==> src/rtl/csr_guard_pkg.sv <==
package csr_guard_pkg;

  localparam int CSR_AW = 12;
  typedef logic [CSR_AW-1:0] csr_addr_t;

  // Access class of a register address
  typedef enum logic [1:0] {
    ACC_NONE = 2'd0,   // not implemented: always rejected
    ACC_RO   = 2'd1,   // readable, never writable
    ACC_RW   = 2'd2,   // readable and writable
    ACC_DBG  = 2'd3    // read/write only while in debug mode
  } acc_class_e;

  // Read-only identification window
  localparam csr_addr_t ID_LO       = 12'hF11;
  localparam csr_addr_t ID_HI       = 12'hF15;
  // User counter shadows
  localparam csr_addr_t UCYC_LO     = 12'hC00;
  localparam csr_addr_t UINS_LO     = 12'hC02;
  localparam csr_addr_t UCYC_HI     = 12'hC80;
  localparam csr_addr_t UINS_HI     = 12'hC82;
  // Trigger select (readable only)
  localparam csr_addr_t TRIG_SEL    = 12'h7A0;
  // Machine trap setup/handling registers
  localparam csr_addr_t M_STAT      = 12'h300;
  localparam csr_addr_t M_ISA       = 12'h301;
  localparam csr_addr_t M_IEN       = 12'h304;
  localparam csr_addr_t M_VEC       = 12'h305;
  localparam csr_addr_t M_STATH     = 12'h310;
  localparam csr_addr_t M_CNTINH    = 12'h320;
  localparam csr_addr_t M_EVT3      = 12'h323;
  localparam csr_addr_t M_SCR       = 12'h340;
  localparam csr_addr_t M_EPC       = 12'h341;
  localparam csr_addr_t M_CAUSE     = 12'h342;
  localparam csr_addr_t M_TVAL      = 12'h343;
  localparam csr_addr_t M_IPEND     = 12'h344;
  // Machine counters: low and high half bases
  localparam csr_addr_t MCNT_LO_BASE = 12'hB00;
  localparam csr_addr_t MCNT_HI_BASE = 12'hB80;
  localparam csr_addr_t MCYC_LO     = 12'hB00;
  localparam csr_addr_t MINS_LO     = 12'hB02;
  localparam csr_addr_t MCYC_HI     = 12'hB80;
  localparam csr_addr_t MINS_HI     = 12'hB82;
  // Debug-mode registers
  localparam csr_addr_t DBG_CTRL    = 12'h7B0;
  localparam csr_addr_t DBG_PC      = 12'h7B1;
  localparam csr_addr_t DBG_MBOX    = 12'hBFF;

  // True when the address lies in the identification window
  function automatic logic in_id_window(input csr_addr_t a);
    return (a >= ID_LO) && (a <= ID_HI);
  endfunction

  // Class of every fixed (non-generated) address
  function automatic acc_class_e fixed_class(input csr_addr_t a);
    acc_class_e c;
    if (in_id_window(a)) begin
      c = ACC_RO;
    end else begin
      case (a)
        UCYC_LO, UINS_LO, UCYC_HI, UINS_HI, TRIG_SEL:
          c = ACC_RO;
        M_STAT, M_ISA, M_IEN, M_VEC, M_STATH, M_CNTINH, M_EVT3,
        M_SCR, M_EPC, M_CAUSE, M_TVAL, M_IPEND,
        MCYC_LO, MINS_LO, MCYC_HI, MINS_HI:
          c = ACC_RW;
        DBG_CTRL, DBG_PC, DBG_MBOX:
          c = ACC_DBG;
        default:
          c = ACC_NONE;
      endcase
    end
    return c;
  endfunction

  // Is a read of this class legal?
  function automatic logic read_legal(input acc_class_e c, input logic dbg);
    logic r;
    case (c)
      ACC_RO:  r = 1'b1;
      ACC_RW:  r = 1'b1;
      ACC_DBG: r = dbg;
      default: r = 1'b0;
    endcase
    return r;
  endfunction

  // Is a write of this class legal?
  function automatic logic write_legal(input acc_class_e c, input logic dbg);
    logic w;
    case (c)
      ACC_RW:  w = 1'b1;
      ACC_DBG: w = dbg;
      default: w = 1'b0;
    endcase
    return w;
  endfunction

endpackage

==> src/rtl/csr_guard_decode.sv <==
module csr_guard_decode
  import csr_guard_pkg::*;
#(
  parameter int HPM_FIRST = 3,
  parameter int HPM_LAST  = 31
) (
  input  csr_addr_t  addr,
  output acc_class_e cls,
  output logic       hpm_hit
);

  localparam int NHPM = HPM_LAST - HPM_FIRST + 1;

  logic [NHPM-1:0] lo_hit;
  logic [NHPM-1:0] hi_hit;
  acc_class_e      base_cls;

  // One comparator pair per performance counter
  for (genvar i = 0; i < NHPM; i++) begin : g_hpm
    localparam csr_addr_t LO_ADDR = MCNT_LO_BASE + csr_addr_t'(HPM_FIRST + i);
    localparam csr_addr_t HI_ADDR = MCNT_HI_BASE + csr_addr_t'(HPM_FIRST + i);
    assign lo_hit[i] = (addr == LO_ADDR);
    assign hi_hit[i] = (addr == HI_ADDR);
  end

  assign hpm_hit  = (|lo_hit) | (|hi_hit);
  assign base_cls = fixed_class(addr);

  always_comb begin
    if (hpm_hit) cls = ACC_RW;
    else         cls = base_cls;
  end

endmodule

==> src/rtl/csr_guard_judge.sv <==
module csr_guard_judge
  import csr_guard_pkg::*;
(
  input  acc_class_e cls,
  input  logic       rd_req,
  input  logic       wr_req,
  input  logic       dbg,
  output logic       rd_bad,
  output logic       wr_bad,
  output logic       reject,
  output logic       accept
);

  logic any_req;

  assign any_req = rd_req | wr_req;
  assign rd_bad  = rd_req & ~read_legal(cls, dbg);
  assign wr_bad  = wr_req & ~write_legal(cls, dbg);
  assign reject  = rd_bad | wr_bad;
  assign accept  = any_req & ~reject;

endmodule

==> src/rtl/csr_guard_capture.sv <==
module csr_guard_capture
  import csr_guard_pkg::*;
#(
  parameter int CAUSE_W      = 5,
  parameter int ILLEGAL_CODE = 2
) (
  input  logic               clk,
  input  logic               rst_n,
  input  logic               fire,
  input  csr_addr_t          fire_addr,
  output logic               pulse,
  output logic [CAUSE_W-1:0] cause,
  output csr_addr_t          addr_q
);

  localparam logic [CAUSE_W-1:0] CODE = CAUSE_W'(ILLEGAL_CODE);

  always_ff @(posedge clk or negedge rst_n) begin
    if (!rst_n) begin
      pulse  <= 1'b0;
      cause  <= '0;
      addr_q <= '0;
    end else begin
      pulse <= fire;
      if (fire) begin
        cause  <= CODE;
        addr_q <= fire_addr;
      end
    end
  end

endmodule

==> src/rtl/csr_access_guard.sv <==
module csr_access_guard
  import csr_guard_pkg::*;
#(
  parameter int CAUSE_W      = 5,
  parameter int ILLEGAL_CODE = 2,
  parameter int HPM_FIRST    = 3,
  parameter int HPM_LAST     = 31
) (
  input  logic               clk,
  input  logic               rst_n,
  input  logic [11:0]        csr_addr,
  input  logic               rd_en,
  input  logic               wr_en,
  input  logic               dbg_mode,
  output logic               access_ok,
  output logic               trap_pulse,
  output logic [CAUSE_W-1:0] trap_cause,
  output logic [11:0]        trap_addr
);

  acc_class_e cls;
  logic       hpm_hit;
  logic       rd_bad;
  logic       wr_bad;
  logic       reject;

  csr_guard_decode #(
    .HPM_FIRST (HPM_FIRST),
    .HPM_LAST  (HPM_LAST)
  ) u_decode (
    .addr    (csr_addr),
    .cls     (cls),
    .hpm_hit (hpm_hit)
  );

  csr_guard_judge u_judge (
    .cls    (cls),
    .rd_req (rd_en),
    .wr_req (wr_en),
    .dbg    (dbg_mode),
    .rd_bad (rd_bad),
    .wr_bad (wr_bad),
    .reject (reject),
    .accept (access_ok)
  );

  csr_guard_capture #(
    .CAUSE_W      (CAUSE_W),
    .ILLEGAL_CODE (ILLEGAL_CODE)
  ) u_capture (
    .clk       (clk),
    .rst_n     (rst_n),
    .fire      (reject),
    .fire_addr (csr_addr),
    .pulse     (trap_pulse),
    .cause     (trap_cause),
    .addr_q    (trap_addr)
  );

endmodule

==> config.mk <==
export PLATFORM = sky130hd
export DESIGN_NAME = csr_access_guard
export DESIGN_NICKNAME = d
export VERILOG_FILES = /design/src/rtl/csr_guard_pkg.sv /design/src/rtl/csr_guard_decode.sv /design/src/rtl/csr_guard_judge.sv /design/src/rtl/csr_guard_capture.sv /design/src/rtl/csr_access_guard.sv
export SDC_FILE = /design/constraint.sdc
export NUM_CORES = 1
export LEC_CHECK = 0
export BUFFER_PORTS_ARGS = -buffer_cell sky130_fd_sc_hd__buf_2
export CAP_MARGIN = 20
export CORE_MARGIN = 1
export CORE_UTILIZATION = 45
export CTS_CLUSTER_DIAMETER = 30
export DETAILED_ROUTE_END_ITERATION = 7
export PLACE_DENSITY_LB_ADDON = 0.2
export SYNTH_ARGS = -nofsm -noshare
export SYNTH_HDL_FRONTEND = slang
export SYNTH_HIERARCHICAL = 1
export SYNTH_SLANG_ARGS = --single-unit
==> constraint.sdc <==
create_clock -name clk -period 2.8 [get_ports clk]
set_input_delay 0.28 -clock clk [delete_from_list [all_inputs] [get_ports clk]]
set_output_delay 0.28 -clock clk [all_outputs]
set_load 0.05 [all_outputs]
# Word-level counts from Yosys, hierarchy flattened
# Cells that the tools add are included.
[totals]
in_bits = 17
output_inout_bits = 19
wordCells = 111
register_bits = 14
[op_classes]
order_cmp = 2
bitwise_logic = 9
mux = 5
n_reduce_logical = 7
n_eq_ne = 85
[ops]
columns = ["cell", "count"]
rows = [
  ["$eq 12x12->1 const B", 67],
  ["$eq 12x10->1 const B", 12],
  ["$reduce_or 29->1", 2],
  ["$eq 12x11->1 const B", 3],
  ["$reduce_or 16->1", 1],
  ["$ge 12x12->1 const B", 1],
  ["$le 12x12->1 const B", 1],
  ["$pmux 2 s3", 1],
  ["$reduce_or 5->1", 1],
  ["$eq 2x2->1 const B", 2],
  ["$mux 2", 2],
  ["$pmux 1 s2", 2],
  ["$and 1x1->1", 3],
  ["$not 1->1", 3],
  ["$or 1x1->1", 3],
  ["$reduce_or 3->1", 1],
  ["$eq 2x1->1 const B", 1],
  ["$reduce_or 2->1", 1],
  ["$logic_and 1x1->1", 1],
]

# Logic depth before layout (Yosys ltp)
# Gate-level depths: netlist of run 1.
[depth]
depth_word = 13
ltp_mapped = 12
mapped_depth_nobuf = 10

# Hierarchy
# Netlist of run 1, hierarchy kept.
[by_module_without_submodules]
columns = ["module", "area_each_um2", "seq_area_each_um2", "n_inst", "cells_each"]
rows = [
  ["csr_guard_capture", 570.5, 350.3, 1, 33],
  ["csr_guard_decode", 265.3, 0.0, 1, 37],
  ["csr_guard_judge", 91.3, 0.0, 1, 13],
]

# Worst setup path before layout of run 1
# Ideal clock, no wire load.
[synth_timing]
path_kind = "input-to-reg"
startpoint = "input csr_addr[4]"
endpoint = "register u_capture.addr_q[10]"
setup_time_ns = 0.125
path_slack_ns = 0.281
cell_stages = 12
required_ns = 2.675
path_buffers = 2
arrival_ns = 2.394
path_cell_list = "buf_6 -> or4_4 -> nor3_2 -> o2111ai_1 -> nand3_1 -> inv_1 -> ha_1 -> a21oi_1 -> o21ai_2 -> nand2_1 -> buf_6 -> mux2_4"
[synth_between]
elab_chain_len = 11
[synth_lines]
columns = ["item", "line", "source"]
rows = [
  ["start, declared", "csr_access_guard.sv:11", "input logic [11:0] csr_addr,"],
  ["$eq 12x10->1, or another cell as far along", "csr_guard_pkg.sv:60", "case (a)"],
  ["$reduce_or 16->1, or another cell as far along", "csr_guard_pkg.sv:60", ""],
  ["$pmux 2 s3", "csr_guard_pkg.sv:60", ""],
  ["$mux 2", "csr_guard_pkg.sv:57", "if (in_id_window(a)) begin"],
  ["$mux 2 (*)", "csr_guard_decode.sv:30", "if (hpm_hit) cls = ACC_RW;"],
  ["via cls[0]", "csr_access_guard.sv:21", "acc_class_e cls;"],
  ["$eq 2x1->1 or $eq 2x2->1 (tied branches)", "csr_guard_pkg.sv:79, csr_guard_pkg.sv:91", ""],
  ["$reduce_or 2->1 (no source line)", "n/a", ""],
  ["$pmux 1 s2", "csr_guard_pkg.sv:79", "case (c)"],
  ["$not 1->1", "csr_guard_judge.sv:17", "assign rd_bad = rd_req & ~read_legal(cls, dbg);"],
  ["$and 1x1->1", "csr_guard_judge.sv:17", ""],
  ["$or 1x1->1 (*)", "csr_guard_judge.sv:19", "assign reject = rd_bad | wr_bad;"],
  ["via reject", "csr_access_guard.sv:25", "logic reject;"],
  ["end signal, assigned", "csr_guard_capture.sv:27", "addr_q <= fire_addr;"],
  ["end, declared", "csr_guard_capture.sv:13", "output csr_addr_t addr_q"],
]
# Mark *: on every way through the listed nets, which the timed path passes. The rest lies on a longest branch.
# A chain may end at the register's enable or synchronous reset.

# Worst setup path in the final report of run 1
[layout_timing]
startpoint = "input csr_addr[1]"
endpoint = "output access_ok"
[layout_between]
elab_chain_len = 13
[layout_lines]
columns = ["item", "line", "source"]
rows = [
  ["$eq 12x10->1, or another cell as far along", "csr_guard_pkg.sv:60", ""],
  ["$reduce_or 16->1, or another cell as far along", "csr_guard_pkg.sv:60", ""],
  ["$pmux 2 s3", "csr_guard_pkg.sv:60", ""],
  ["$mux 2", "csr_guard_pkg.sv:57", ""],
  ["$mux 2 (*)", "csr_guard_decode.sv:30", ""],
  ["via cls[0]", "csr_access_guard.sv:21", ""],
  ["$eq 2x1->1 or $eq 2x2->1 (tied branches)", "csr_guard_pkg.sv:79, csr_guard_pkg.sv:91", ""],
  ["$reduce_or 2->1 (no source line)", "n/a", ""],
  ["$pmux 1 s2", "csr_guard_pkg.sv:79", ""],
  ["$not 1->1", "csr_guard_judge.sv:17", ""],
  ["$and 1x1->1", "csr_guard_judge.sv:17", ""],
  ["$or 1x1->1 (*)", "csr_guard_judge.sv:19", ""],
  ["$not 1->1 (*)", "csr_guard_judge.sv:20", "assign accept = any_req & ~reject;"],
  ["$and 1x1->1 (*)", "csr_guard_judge.sv:20", ""],
  ["end, declared", "csr_access_guard.sv:15", "output logic access_ok,"],
]
# Marked as above.

==> run metrics, run 1 <==
status=complete, no violations; Setup Fix Bufs, Post-CTS=0; diodes inserted=0; Final ANT Viol Nets=0; CP startpoint kind=input port; CP Data Required Time=around 2.5 ns; Post-Syn Area per Cell=around 11 µm²; H-Tree Depth=1; Residual DRC=0; first-pass GRT wire length=2967 µm; Crit path buffers/inverters=3; Clock Sinks=14; net switching power=0.1877 mW; Flop pwr share=44.3%; post-CTS sizing=0; row count=15; Place WS=about 0.14 ns; gr ovfl total=0; Worst setup EP type=primary output; cell mode on critical path=buf_2; post-detail-place hpwl=1329 µm; crit-path cells=buf_2 -> or3_4 -> nor4_2 -> o211ai_1 -> nand3_1 -> inv_1 -> ha_1 -> a21oi_1 -> o21ai_2 -> o211a_1 -> buf_2; MaxCap Viol Count=0; placed instance count=approximately 130; Fillers=about 160; Synth Cell Area=between 900 and 1000 µm²; Via density=5.263; final WL=approximately 1800 µm; unrepaired setup endpoints after global routing=false; Tcrit/Tclk final=~90%; Ports=36; Sw Ratio=between 30% and 40%; Net count, final=134; All-Layer GR Usage=between 15 and 20%; CTS tree=built; peak supply drop=approximately 0.34 mV; Final Max Tran Viols=0; worst r2r dst=u_capture/addr_q[10]; total CTS buffers=3; Crit path max-delay family=simple AND/OR/NAND/NOR gates; DRT Pass-1 Iters=4; die area=~2200 µm²; critical path class=input port to primary output; r2r worst-path depth=1; crit-path max FO=6; clock-pin slew on the worst setup and hold paths=about 0.080 ns; area of the multi-input gates=approximately 490 µm²; wire per inst=about 13 µm; core outline area=roughly 1800 µm²; non-filler instance count after layout=between 100 and 150; synthesis-to-finish area growth=21.15%; cell internal pwr=0.3223 mW; Pleak=~0.53 nW; vias in the first global route=between 600 and 700; Final min period=roughly 2.6 ns; via count=approximately 720; Die Y-Extent=46.99 µm; commonest cells after routing, fill and taps aside=31 x buf_2, 14 x dfrtp_1, 9 x mux2_4; Setup WS post-layout=0.2441 ns; Arrival @ worst endpoint=between 2 and 2.5 ns; endpoints failing hold=0; Initial Util=about half; crit-path max cell delay=between 0.3 and 0.4 ns; Synth Warn #=6; Clock Latency Late Sink=around 0.28 ns; commonest non-fill, non-tap cell in the layout=buf_2; Hold Crit Depth=2; Critical-path top delay cell=or3_4; RR Startpoint=u_capture/addr_q[10]; setup_tns=0 ns; Horiz. Die Dim=~47 µm; Syn Inst Count=80; initial antenna violation count=0; Tightest Hold Check Type=input port to flop; reg-to-reg slack, setup=2.03 ns; Final Wtd Congestion=0.7347; hold_sp=csr_addr[10]; DRC marker count from the first detailed-route iteration=13; f_max=around 390 MHz; port bufs=31; clock buffer depth=2; WHS Endpoint=u_capture/addr_q[10]; CTS Root Buffer Type=clkbuf_4; layout cells sized above 1=49.11%; Clock Power Share=between 20% and 30%; worst hold slack=about 0.28 ns; P per Cell Area=462.1 nW/µm²; Setup Skew=0 ns; largest net degree at the start of global routing=15; Reg area=roughly 350 µm²; Comb pwr share=33.4%; Setup-failing EPs final=0
-- how the worst max path moves through the flow --
| stage | start | to | slack, ns | depth (start not counted) |
|---|---|---|---|---|
| after floorplan | csr_addr[4] | u_capture/addr_q[10] | 0.29 | 12 |
| after global placement | csr_addr[3] | u_capture/addr_q[11] | 0.16 | 12 |
| after detailed placement | csr_addr[1] | u_capture/addr_q[11] | 0.14 | 12 |
| after CTS | csr_addr[1] | access_ok | 0.23 | 11 |
| after global routing | csr_addr[1] | access_ok | 0.09 | 11 |
| final | csr_addr[1] | access_ok | 0.24 | 11 |
-- through the flow --
stage               area (µm²)  total power, mW  utilization (%)
detailed placement        1071           0.3989            59.44
global route              1104           0.5352            61.25
finish                    1104           0.5099            61.25
floorplan                922.1           0.3562                -
CTS                       1104           0.5149            61.25
global placement          1071           0.3969            59.44
-- area by class of cell --
type / count / share of cell area, %
well taps: 25 / 2.834
clock buffers: 3 / 2.041
inverters: 2 / 0.6803
flip-flops and latches: 14 / 31.75
repair buffers: 35 / 18.14
multi-input cells: 58 / 44.56
-- state kept, by name, summed over array words and instances (netlist names) --
name / cells
u_capture/pulse: 1
u_capture/cause: 1
u_capture/addr_q: 12
-- per-layer routing --
metal  vias to the layer above  wire length (µm)  global-route usage [%]
met5                         -                 0                       0
met4                         0                25                   6.857
met3                         4               104                   4.615
met2                        32               802                   29.44
met1                       335               861                   26.90
li1                        350                 -                       -
-- what timing repair did --
item                       in CTS  in global routing
hold buffers                    1                  0
setup endpoints to repair       0                  0
hold endpoints to repair       14                  0
-- power groups by stage --
stage          logic [mW]  registers, mW  clock network [mW]
2_1_floorplan      0.0696          0.287                   0
3_3_place_gp        0.167          0.229                   0
3_5_place_dp        0.169          0.230                   0
4_1_cts             0.171          0.226               0.118
5_1_grt             0.181          0.228               0.126
6_report            0.170          0.226               0.114
Power figures use the tool's default switching activity.
==> inputs of run 2 (changes only) <==
- BUFFER_PORTS_ARGS: -buffer_cell sky130_fd_sc_hd__buf_2 -> unset
- DONT_BUFFER_PORTS: unset -> 1
==> run 2 against run 1 <==
Clock skew unchanged. Sequential power increased by 26%. Flip-flop and latch count unchanged. Final cell count decreased by 23%. Maximum frequency increased by 5.7%. Die area unchanged. Via count decreased by 15%. Non-clock buffer count decreased by 33. Critical path type unchanged.
==> run metrics, run 2 (synthesis gave the netlist of run 1 again) <==
Tightest Pin Transition=between 0.6 and 0.7 ns; Clock Latency Late Sink=between 0.2 and 0.3 ns; layout cells sized above 1=around 29%; Crit path buffers/inverters=1; Hold Crit Depth=1; Via density=between 5 and 6; hold_sp=csr_addr[6]; Tightest Hold Check Type=input port to flop; DRT Pass-1 Iters=4; port bufs=0; number of flip-flops in the largest register=12; Final min period=roughly 2.4 ns; critical path class=input port to primary output; Slew HR=59.12%; crit-path max cell delay=~0.43 ns; Pleak=between 0.4 and 0.5 nW; clock buffer depth=2; Horiz. Die Dim=around 47 µm; CTS tree=built; Tcrit/Tclk final=between 80% and 90%; P per Cell Area=~520 nW/µm²; r2r worst-path depth=1; Final Max Tran Viols=0; CP Depth=9; diodes inserted=0; reg-to-reg slack, setup=1.76 ns; placed instance count=100; vias in the first global route=between 500 and 600; RR Startpoint=u_capture/cause[1]; unrepaired setup endpoints after global routing=false; Clock Sinks=14; peak supply drop=0.3367 mV; f_max=413.6 MHz; MaxCap Viol Count=0; Final ANT Viol Nets=0; CP startpoint kind=input port; synthesis-to-finish area growth=3.983%; Setup Skew=0 ns; wire per inst=approximately 15 µm; commonest non-fill, non-tap cell in the layout=dfrtp_1; area of the multi-input gates=491.7 µm²; Reg area=about 350 µm²; clock-pin slew on the worst setup and hold paths=approximately 0.08 ns; core outline area=roughly 1800 µm²; Place WS=roughly 0.31 ns; initial antenna violation count=0; All-Layer GR Usage=17.09%; status=complete, no violations; endpoints failing hold=0; Crit path max-delay family=simple AND/OR/NAND/NOR gates; Worst Setup SP=csr_addr[1]; Arrival @ worst endpoint=around 2.1 ns; Ports=36; Residual DRC=0; post-detail-place hpwl=around 1300 µm; CP Data Required Time=2.52 ns; Initial Util=between 50% and 60%; first-pass GRT wire length=about 2600 µm; Fillers=roughly 170; total power=a little under 0.5 mW; H-Tree Depth=1; Critical-path top delay cell=o211a_1; via count=between 600 and 700; Die Y-Extent=approximately 47 µm; setup_tns=0 ns; crit-path max FO=6; Setup WS post-layout=about 0.38 ns; row count=15; DRC marker count from the first detailed-route iteration=13; Net count, final=101; top flop regs=u_capture/addr_q x12, u_capture/cause x1, u_capture/pulse x1; Final Wtd Congestion=0.7659; gr ovfl total=0; register bank with the most flops=u_capture/addr_q; non-filler instance count after layout=105; final WL=roughly 1600 µm; total CTS buffers=3; commonest cells after routing, fill and taps aside=14 x dfrtp_1, 9 x mux2_4, 7 x nand2_1; die area=roughly 2200 µm²; Setup-failing EPs final=0; crit-path cells=or3_4 -> nor4_2 -> o211ai_1 -> nand3_1 -> inv_1 -> ha_1 -> a21oi_1 -> o21ai_2 -> o211a_1; largest net degree at the start of global routing=15; Worst setup EP type=primary output; CTS Root Buffer Type=clkbuf_4
[run 2: cell count changes in the layout (fill, tap and decap cells not counted)]
cell | previous run | this run
clkbuf_8 | 0 | 1
buf_2 | 31 | 0
buf_4 | 2 | 0
[run 2: timing repair]
action                                 in CTS  in global routing
endpoints found under the hold margin      14                  0
gates resized for setup                     0                  0
hold buffers                                1                  0
setup buffers                               0                  0
[run 2: path summary, 6_finish.rpt]
check / end
setup / recovery: access_ok
hold / removal: u_capture/addr_q[6]
setup reg to reg: u_capture/cause[1]
hold reg to reg: u_capture/cause[1]
max in group asynchronous: u_capture/addr_q[10]
min in group asynchronous: u_capture/addr_q[0]
[run 2: layer usage]
layer,part of all wire (%),GRT usage (%),routed length [µm]
met3,10,8.462,168
met1,43,20.80,697
met4,0.87,3.429,14
met5,0,0,0
met2,46,27.50,737
[run 2: power by group]
group	switching, mW	internal (mW)	total, mW
clock network	0.0653	0.0792	0.145
logic	0.0333	0.0339	0.0672
registers	0.0686	0.217	0.285
total	0.167	0.330	0.497
[run 2: final cells by class]
type / count / share of cell area, %
inverter: 2 / 0.7926
sequential: 14 / 36.99
clock buffer: 4 / 3.831
tap: 25 / 3.303
multi-input combinational: 58 / 51.92
timing repair buffer: 2 / 3.170
[run 2: per-stage QoR]
stage	instance area (µm²)	utilization (%)	hold slack (ns)
after floorplan	922.1	-	-0.01559
after global placement	900.9	50.00	-0.01531
after detailed placement	900.9	50.00	-0.01530
after CTS	947.2	52.57	0.1275
after global routing	947.2	52.57	0.1166
final	947.2	52.57	0.1380
